`src/rtl/fcm_pkg.sv`:
```
package fcm_pkg;
    typedef enum logic [1:0] {
        COLD_ARMED = 2'd0,
        COLD_PULSE = 2'd1,
        COLD_WAIT  = 2'd2
    } cold_st_e;

    typedef enum logic {
        PORT_CLEAR = 1'b0,
        PORT_CONG  = 1'b1
    } port_st_e;

    typedef enum logic {
        CFG_OK  = 1'b0,
        CFG_ERR = 1'b1
    } cfg_st_e;
endpackage

```
`src/rtl/fcm_thresh.sv`:
```
module fcm_thresh
    import fcm_pkg::*;
#(
    parameter int OCC_W    = 6,
    parameter int DEF_COLD = 10,
    parameter int DEF_HI   = 12,
    parameter int DEF_LO   = 4
) (
    input  logic             clk,
    input  logic             rst_n,
    input  logic             cfg_we,
    input  logic [OCC_W-1:0] cfg_cold,
    input  logic [OCC_W-1:0] cfg_hi,
    input  logic [OCC_W-1:0] cfg_lo,
    output logic [OCC_W-1:0] cold_thr,
    output logic [OCC_W-1:0] hi_thr,
    output logic [OCC_W-1:0] lo_thr,
    output logic             cfg_err
);
    cfg_st_e state_q, state_d;
    logic    pair_ok;

    assign pair_ok = (cfg_lo < cfg_hi);

    always_comb begin
        state_d = state_q;
        if (cfg_we) begin
            state_d = pair_ok ? CFG_OK : CFG_ERR;
        end
    end

    always_ff @(posedge clk) begin
        if (!rst_n) begin
            state_q  <= CFG_OK;
            cold_thr <= OCC_W'(DEF_COLD);
            hi_thr   <= OCC_W'(DEF_HI);
            lo_thr   <= OCC_W'(DEF_LO);
        end else begin
            state_q <= state_d;
            if (cfg_we && pair_ok) begin
                cold_thr <= cfg_cold;
                hi_thr   <= cfg_hi;
                lo_thr   <= cfg_lo;
            end
        end
    end

    always_comb begin
        cfg_err = (state_q == CFG_ERR);
    end

    // a rejected write keeps every threshold and flags the error
    a_r10_hold_on_bad: assert property (@(posedge clk) disable iff (!rst_n)
        (cfg_we && (cfg_lo >= cfg_hi)) |=> ($stable(hi_thr) && $stable(lo_thr) && $stable(cold_thr) && cfg_err));

    // the stored pair is always ordered
    a_r9_pair_ordered: assert property (@(posedge clk) disable iff (!rst_n)
        lo_thr < hi_thr);

    // an accepted write clears the error
    a_r9_good_clears: assert property (@(posedge clk) disable iff (!rst_n)
        (cfg_we && (cfg_lo < cfg_hi)) |=> (!cfg_err && hi_thr == $past(cfg_hi)));
endmodule

```
`src/rtl/fcm_cold_fsm.sv`:
```
module fcm_cold_fsm
    import fcm_pkg::*;
#(
    parameter int OCC_W = 6
) (
    input  logic             clk,
    input  logic             rst_n,
    input  logic [OCC_W-1:0] cold_occ,
    input  logic [OCC_W-1:0] cold_thr,
    output logic             alloc_req
);
    cold_st_e state_q, state_d;
    logic     above, below;

    assign above = (cold_occ > cold_thr);
    assign below = (cold_occ < cold_thr);

    always_comb begin
        state_d = state_q;
        unique case (state_q)
            COLD_ARMED: if (above) state_d = COLD_PULSE;
            COLD_PULSE: state_d = below ? COLD_ARMED : COLD_WAIT;
            COLD_WAIT:  if (below) state_d = COLD_ARMED;
            default:    state_d = COLD_ARMED;
        endcase
    end

    always_ff @(posedge clk) begin
        if (!rst_n) state_q <= COLD_ARMED;
        else        state_q <= state_d;
    end

    always_comb begin
        alloc_req = (state_q == COLD_PULSE);
    end

    // the request never lasts two cycles
    a_r2_single_pulse: assert property (@(posedge clk) disable iff (!rst_n)
        alloc_req |=> !alloc_req);

    // waiting without a dip below the threshold never fires
    a_r3_no_refire: assert property (@(posedge clk) disable iff (!rst_n)
        (state_q == COLD_WAIT && !below) |=> !alloc_req);
endmodule

```
`src/rtl/fcm_port_fsm.sv`:
```
module fcm_port_fsm
    import fcm_pkg::*;
#(
    parameter int NHOT    = 4,
    parameter int OCC_W   = 6,
    parameter int PORT_W  = 2,
    parameter int PORT_ID = 0
) (
    input  logic                        clk,
    input  logic                        rst_n,
    input  logic [NHOT-1:0][OCC_W-1:0]  hot_occ,
    input  logic [NHOT-1:0][PORT_W-1:0] hot_port,
    input  logic [NHOT-1:0]             hot_valid,
    input  logic [OCC_W-1:0]            hi_thr,
    input  logic [OCC_W-1:0]            lo_thr,
    output logic                        flag
);
    localparam logic [PORT_W-1:0] MY_PORT = PORT_W'(PORT_ID);

    port_st_e state_q, state_d;
    logic     hit_hi, above_lo;

    always_comb begin
        hit_hi   = 1'b0;
        above_lo = 1'b0;
        for (int q = 0; q < NHOT; q++) begin
            if (hot_valid[q] && (hot_port[q] == MY_PORT)) begin
                if (hot_occ[q] >= hi_thr) hit_hi   = 1'b1;
                if (hot_occ[q] >  lo_thr) above_lo = 1'b1;
            end
        end
    end

    always_comb begin
        state_d = state_q;
        unique case (state_q)
            PORT_CLEAR: if (hit_hi)    state_d = PORT_CONG;
            PORT_CONG:  if (!above_lo) state_d = PORT_CLEAR;
            default:    state_d = PORT_CLEAR;
        endcase
    end

    always_ff @(posedge clk) begin
        if (!rst_n) state_q <= PORT_CLEAR;
        else        state_q <= state_d;
    end

    always_comb begin
        flag = (state_q == PORT_CONG);
    end

    // reaching the high threshold sets the flag on the next edge
    a_r4_enter: assert property (@(posedge clk) disable iff (!rst_n)
        (!flag && hit_hi) |=> flag);

    // the flag holds while a mapped queue is above the low threshold
    a_r5_hold: assert property (@(posedge clk) disable iff (!rst_n)
        (flag && above_lo) |=> flag);

    // the flag drops once nothing mapped is above the low threshold
    a_r6_leave: assert property (@(posedge clk) disable iff (!rst_n)
        (flag && !above_lo) |=> !flag);
endmodule

```
`src/rtl/fwd_cong_marker.sv`:
```
module fwd_cong_marker
    import fcm_pkg::*;
#(
    parameter int NOUT     = 4,
    parameter int NHOT     = 4,
    parameter int OCC_W    = 6,
    parameter int DEF_COLD = 10,
    parameter int DEF_HI   = 12,
    parameter int DEF_LO   = 4,
    localparam int PORT_W  = (NOUT > 1) ? $clog2(NOUT) : 1
) (
    input  logic                        clk,
    input  logic                        rst_n,
    input  logic                        cfg_we,
    input  logic [OCC_W-1:0]            cfg_cold_thr,
    input  logic [OCC_W-1:0]            cfg_hi_thr,
    input  logic [OCC_W-1:0]            cfg_lo_thr,
    input  logic [OCC_W-1:0]            cold_occ,
    input  logic [NHOT-1:0][OCC_W-1:0]  hot_occ,
    input  logic [NHOT-1:0][PORT_W-1:0] hot_port,
    input  logic [NHOT-1:0]             hot_valid,
    input  logic                        dep_valid,
    input  logic [PORT_W-1:0]           dep_port,
    output logic                        alloc_req,
    output logic [NOUT-1:0]             cong_flags,
    output logic                        dep_mark,
    output logic                        cfg_err
);
    logic [OCC_W-1:0] cold_thr, hi_thr, lo_thr;

    fcm_thresh #(
        .OCC_W(OCC_W), .DEF_COLD(DEF_COLD), .DEF_HI(DEF_HI), .DEF_LO(DEF_LO)
    ) u_thresh (
        .clk(clk), .rst_n(rst_n), .cfg_we(cfg_we),
        .cfg_cold(cfg_cold_thr), .cfg_hi(cfg_hi_thr), .cfg_lo(cfg_lo_thr),
        .cold_thr(cold_thr), .hi_thr(hi_thr), .lo_thr(lo_thr), .cfg_err(cfg_err)
    );

    fcm_cold_fsm #(.OCC_W(OCC_W)) u_cold (
        .clk(clk), .rst_n(rst_n), .cold_occ(cold_occ),
        .cold_thr(cold_thr), .alloc_req(alloc_req)
    );

    for (genvar p = 0; p < NOUT; p++) begin : g_port
        fcm_port_fsm #(
            .NHOT(NHOT), .OCC_W(OCC_W), .PORT_W(PORT_W), .PORT_ID(p)
        ) u_port (
            .clk(clk), .rst_n(rst_n), .hot_occ(hot_occ), .hot_port(hot_port),
            .hot_valid(hot_valid), .hi_thr(hi_thr), .lo_thr(lo_thr),
            .flag(cong_flags[p])
        );
    end

    // mark follows the registered flag of the departure port
    always_comb begin
        dep_mark = dep_valid && cong_flags[dep_port];
    end

    // nothing is marked without a departure
    a_r8_mark_needs_dep: assert property (@(posedge clk) disable iff (!rst_n)
        !dep_valid |-> !dep_mark);

    // the first cycle out of reset is quiet
    a_r1_reset_quiet: assert property (@(posedge clk)
        !rst_n |=> (cong_flags == '0 && !alloc_req && !cfg_err));
endmodule

```
`config.mk`:
```
export PLATFORM = sky130hd
export DESIGN_NAME = fwd_cong_marker
export DESIGN_NICKNAME = d
export VERILOG_FILES = /design/src/rtl/fcm_pkg.sv /design/src/rtl/fcm_thresh.sv /design/src/rtl/fcm_cold_fsm.sv /design/src/rtl/fcm_port_fsm.sv /design/src/rtl/fwd_cong_marker.sv
export SDC_FILE = /design/constraint.sdc
export NUM_CORES = 1
export LEC_CHECK = 0
export ABC_CLOCK_PERIOD_IN_PS = 2300
export BUFFER_PORTS_ARGS = -buffer_cell sky130_fd_sc_hd__buf_2
export CORE_MARGIN = 5
export CORE_UTILIZATION = 30
export CTS_BUF_LIST = sky130_fd_sc_hd__clkbuf_4 sky130_fd_sc_hd__clkbuf_8
export DETAILED_ROUTE_END_ITERATION = 8
export GPL_TIMING_DRIVEN = 0
export HOLD_SLACK_MARGIN = 0.15
export PLACE_DENSITY_LB_ADDON = 0.25
export SETUP_SLACK_MARGIN = 0.4
export SYNTH_ARGS = -nofsm -noshare
export SYNTH_HDL_FRONTEND = slang
export SYNTH_SLANG_ARGS = --single-unit
```
`constraint.sdc`:
```
create_clock -name clk -period 2.3 [get_ports clk]
set_input_delay 0.23 -clock clk [delete_from_list [all_inputs] [get_ports clk]]
set_output_delay 0.23 -clock clk [all_outputs]
set_load 0.02 [all_outputs]
```
==> impl_results.md <==
- Status: finished clean
- Yosys reg bits: 25
- NetSw: approximately 570 uW
- Post-synth top area cell: ha_1
- Worst setup margin: 380 ps
- Number of flops mapped to enable cells by yosys: 0
- Post-DP HPWL: between 6000 and 7000 um
- Seq/Total Area, Yosys: 18.6%
- Most used DFF post-synth: dfxtp_1
- Synthesized area per cell: 7.94 um2
- Residual DRC: 0
- DR vias/cell: about 5.2
- Seq pwr share: between 30% and 40%
- CTS buffer count: 3
- Clock-pin slew on the worst setup and hold paths: ~90 ps
- # H-tree levels: 1
- # setup viols final: 0
- Clock power share: a little under a fifth
- Clk Latency, worst-skew pair: about 270 ps
- Internal: 949 uW
- Fin. max-slew vios: 0
- Diodes inserted: 0
- Setup CP Type: flop to flop
- WHS Endpoint: u_thresh.cold_thr[3]$_SDFFE_PN1P_
- Root Buffer: clkbuf_8
- Tmin final: approximately 1900 ps
- R2r endpoint: g_port[3].u_port.flag$_SDFF_PN0_
- Fin util: about two fifths
- Nets: approximately 550
- DIE AREA: between 0.01 and 0.015 mm2
- Iteration count of the initial detailed-routing pass: 4
- Iteration-0 DRC count of the detailed router: 76
- Dominant cells by area after synthesis: ha_1 27%, dfxtp_1 19%, nand3_1 6.2%
- Rows: 34
- Port Buffers: 72
- Syn Inst Count: 338
- Worst Hold Depth: 3
- Worst-Margin Slew: approximately 530 ps
- CTS tree: yes
- Final Cycle Share: between 80 and 90%
- Clock Skew: ~1.1 ps
- Via count: 2728
- Pwr/cell area: between 400 and 500 mW/mm2
- Antenna-violating nets left: 0
- Data arrival, critical path: approximately 2100 ps
- Sw Share: between 30% and 40%
- Ys Warns: 0
- Netlist Area Pre-Place: around 0.0027 mm2
- Hold Vio Cnt, Final: 0
- CP startpoint kind: flop
- Worst r2r path cells: 9
- Number of max-cap violations: 0
- Fillers: 913
- VDD IR max: between 200 and 250 uV
- Unrepaired setup endpoints after global routing: yes
- Worst hold path class: input port to flop
- Min-Delay Startpoint: cfg_cold_thr[3]
- Setup TNS: 0 ps
- Layout cells sized above 1: 33.0%
- R2R Setup Slk: 380 ps
- I/O Pins: 73
- Synth cell count leaders: 59 x ha_1, 33 x nand3_1, 32 x inv_1
- Worst-path fanout max: 4
- CTS Buffer Depth: 2
- Place WS: between 60 and 70 ps
- CTS Hold Bufs: 0
- Crit. End Element: flop
- Yosys top cell area share: 27.5%
- Core Region: 0.00872 mm2
- Wirelength per Cell: between 10 and 15 um
- Global-route wire length before repair: 13000 um
- Grt ovf: 0
- LEAKAGE: around 0.0016 uW
- Largest net degree at the start of global routing: 14
- Most instantiated library cell after synthesis: ha_1
- Die width: roughly 100 um
- GP Congestion: between 0.8 and 0.9
- Worst EP required: 2500 ps
- Initial antenna violation count: 0
- Slew margin rel.: between 60% and 70%
- FFs w/ async S/R, synth: 0%
- Starting Density: a little under a third
- Syn_nets: ~460
- Unique masters post-synth: 44
- Area Growth Syn to Fin: 31.8%
- Logic pwr share: between 40% and 50%
- Sink Count: 25
- R2r startpoint: u_thresh.lo_thr[4]$_SDFFE_PN0P_
- Register Area: about 510 um2
- Final wirelength: ~7900 um
- Area of the multi-input gates: 0.00221 mm2
- Fmax: 521 MHz
- Die height: roughly 100 um
- Tot GR Track Use: ~14%
- Vias in the first global route: ~2800
-- placed cells by master, fill, tap and decap left out, types with 3 or more instances in the layout --
| cell type | netlist | layout |
|---|---|---|
| inv_4 | 0 | 3 |
| ha_4 | 0 | 6 |
| a21oi_2 | 0 | 5 |
| buf_4 | 4 | 10 |
| inv_1 | 32 | 26 |
| o21ai_1 | 10 | 10 |
| a21o_1 | 9 | 9 |
| o31ai_1 | 4 | 4 |
| nand3_1 | 33 | 33 |
| nor3_1 | 6 | 5 |
| nand3b_1 | 3 | 3 |
| nor2b_1 | 7 | 5 |
| o22ai_1 | 5 | 4 |
| clkbuf_1 | 5 | 5 |
| nor2_1 | 15 | 15 |
| clkbuf_8 | 0 | 3 |
| nor3b_1 | 4 | 4 |
| o21ai_0 | 17 | 16 |
| a31oi_1 | 4 | 3 |
| ha_1 | 59 | 53 |
| nand4_1 | 3 | 3 |
| a21oi_1 | 25 | 20 |
| nand2b_1 | 8 | 8 |
| o32ai_2 | 2 | 4 |
| dfxtp_1 | 25 | 19 |
| nor4_1 | 4 | 3 |
| inv_2 | 0 | 3 |
| nand2_1 | 18 | 18 |
| dfxtp_2 | 0 | 6 |
| buf_2 | 2 | 74 |
-- registers in the layout (all words and copies together) (netlist names) --
| signal | count |
|---|---|
| u_thresh.lo_thr | 6 |
| u_thresh.cold_thr | 6 |
| u_cold.state_q | 2 |
| u_thresh.cfg_err | 1 |
| g_port.u_port.flag | 4 |
| u_thresh.hi_thr | 6 |
-- routing by layer --
| layer | vias up | track usage (%) | wire (um) |
|---|---|---|---|
| met4 | 0 | 3.01 | 124 |
| met2 | 67 | 24.3 | 3800 |
| met1 | 1233 | 18.8 | 3620 |
| met5 | - | 0 | 0 |
| met3 | 11 | 2.03 | 389 |
| li1 | 1417 | - | - |
-- what timing repair did --
item | in CTS | in global routing
resized for setup | 30 | 22
pin swaps | 13 | 13
buffers inserted | 5 | 2
endpoints found under the setup margin | 4 | 4
-- final cells by class --
class	count	share of cell area [%]
Tap cell	108	3.82
Buffer	13	2.30
Inverter	32	3.61
Multi-Input combinational cell	268	62.5
Sequential cell	25	14.4
Clock buffer	4	1.38
Timing Repair Buffer	79	12.0
-- stage by stage --
step | instance area (um2) | instances | power, uW | hold slack [ps]
floorplan | 2690 | 338 | 913 | 378
global placement | 3180 | 518 | 1100 | 447
detailed placement | 3180 | 518 | 1120 | 451
CTS | 3400 | 527 | 1470 | 191
global route | 3540 | 529 | 1640 | 185
finish | 3540 | 529 | 1520 | 191
-- worst max-delay path by stage --
stage                                     from                                to  slack (ps)  depth (start not counted)
3_5_place_dp   u_thresh.hi_thr[2]$_SDFFE_PN1P_  g_port[3].u_port.flag$_SDFF_PN0_          60                          8
2_1_floorplan  u_thresh.lo_thr[4]$_SDFFE_PN0P_  g_port[1].u_port.flag$_SDFF_PN0_         490                          8
3_3_place_gp   u_thresh.hi_thr[0]$_SDFFE_PN0P_  g_port[3].u_port.flag$_SDFF_PN0_          90                          7
5_1_grt        u_thresh.lo_thr[5]$_SDFFE_PN0P_  g_port[3].u_port.flag$_SDFF_PN0_         300                          9
6_report       u_thresh.lo_thr[4]$_SDFFE_PN0P_  g_port[3].u_port.flag$_SDFF_PN0_         380                          9
4_1_cts        u_thresh.lo_thr[2]$_SDFFE_PN1P_  g_port[1].u_port.flag$_SDFF_PN0_         400                          7
-- power groups by stage --
stage	clock network (uW)	registers [uW]	logic (uW)
after floorplan	0	504	408
after global placement	0	515	587
after detailed placement	0	516	604
after CTS	287	513	672
after global routing	307	520	815
final	277	513	726
-- critical path: stages, from the launching register on --
cell     delay (ps)
dfxtp_2         360
inv_4            70
ha_4            280
nand4_1         160
a21oi_2         170
o32ai_2          90
buf_4           160
o31ai_1         290
o32ai_2         120
a22oi_1         140
-- cell families after synthesis --
group,share of synthesized area (%)
AND/OR/NAND/NOR,21.7
AO/OA/AOI/OAI,23.5
adder cells (fa/ha/maj),27.5
buffers and inverters,7.50
flip-flops,18.6
XOR/XNOR,0.326
multiplexers,0.839
Note: power is estimated with default switching activity, not from simulation.
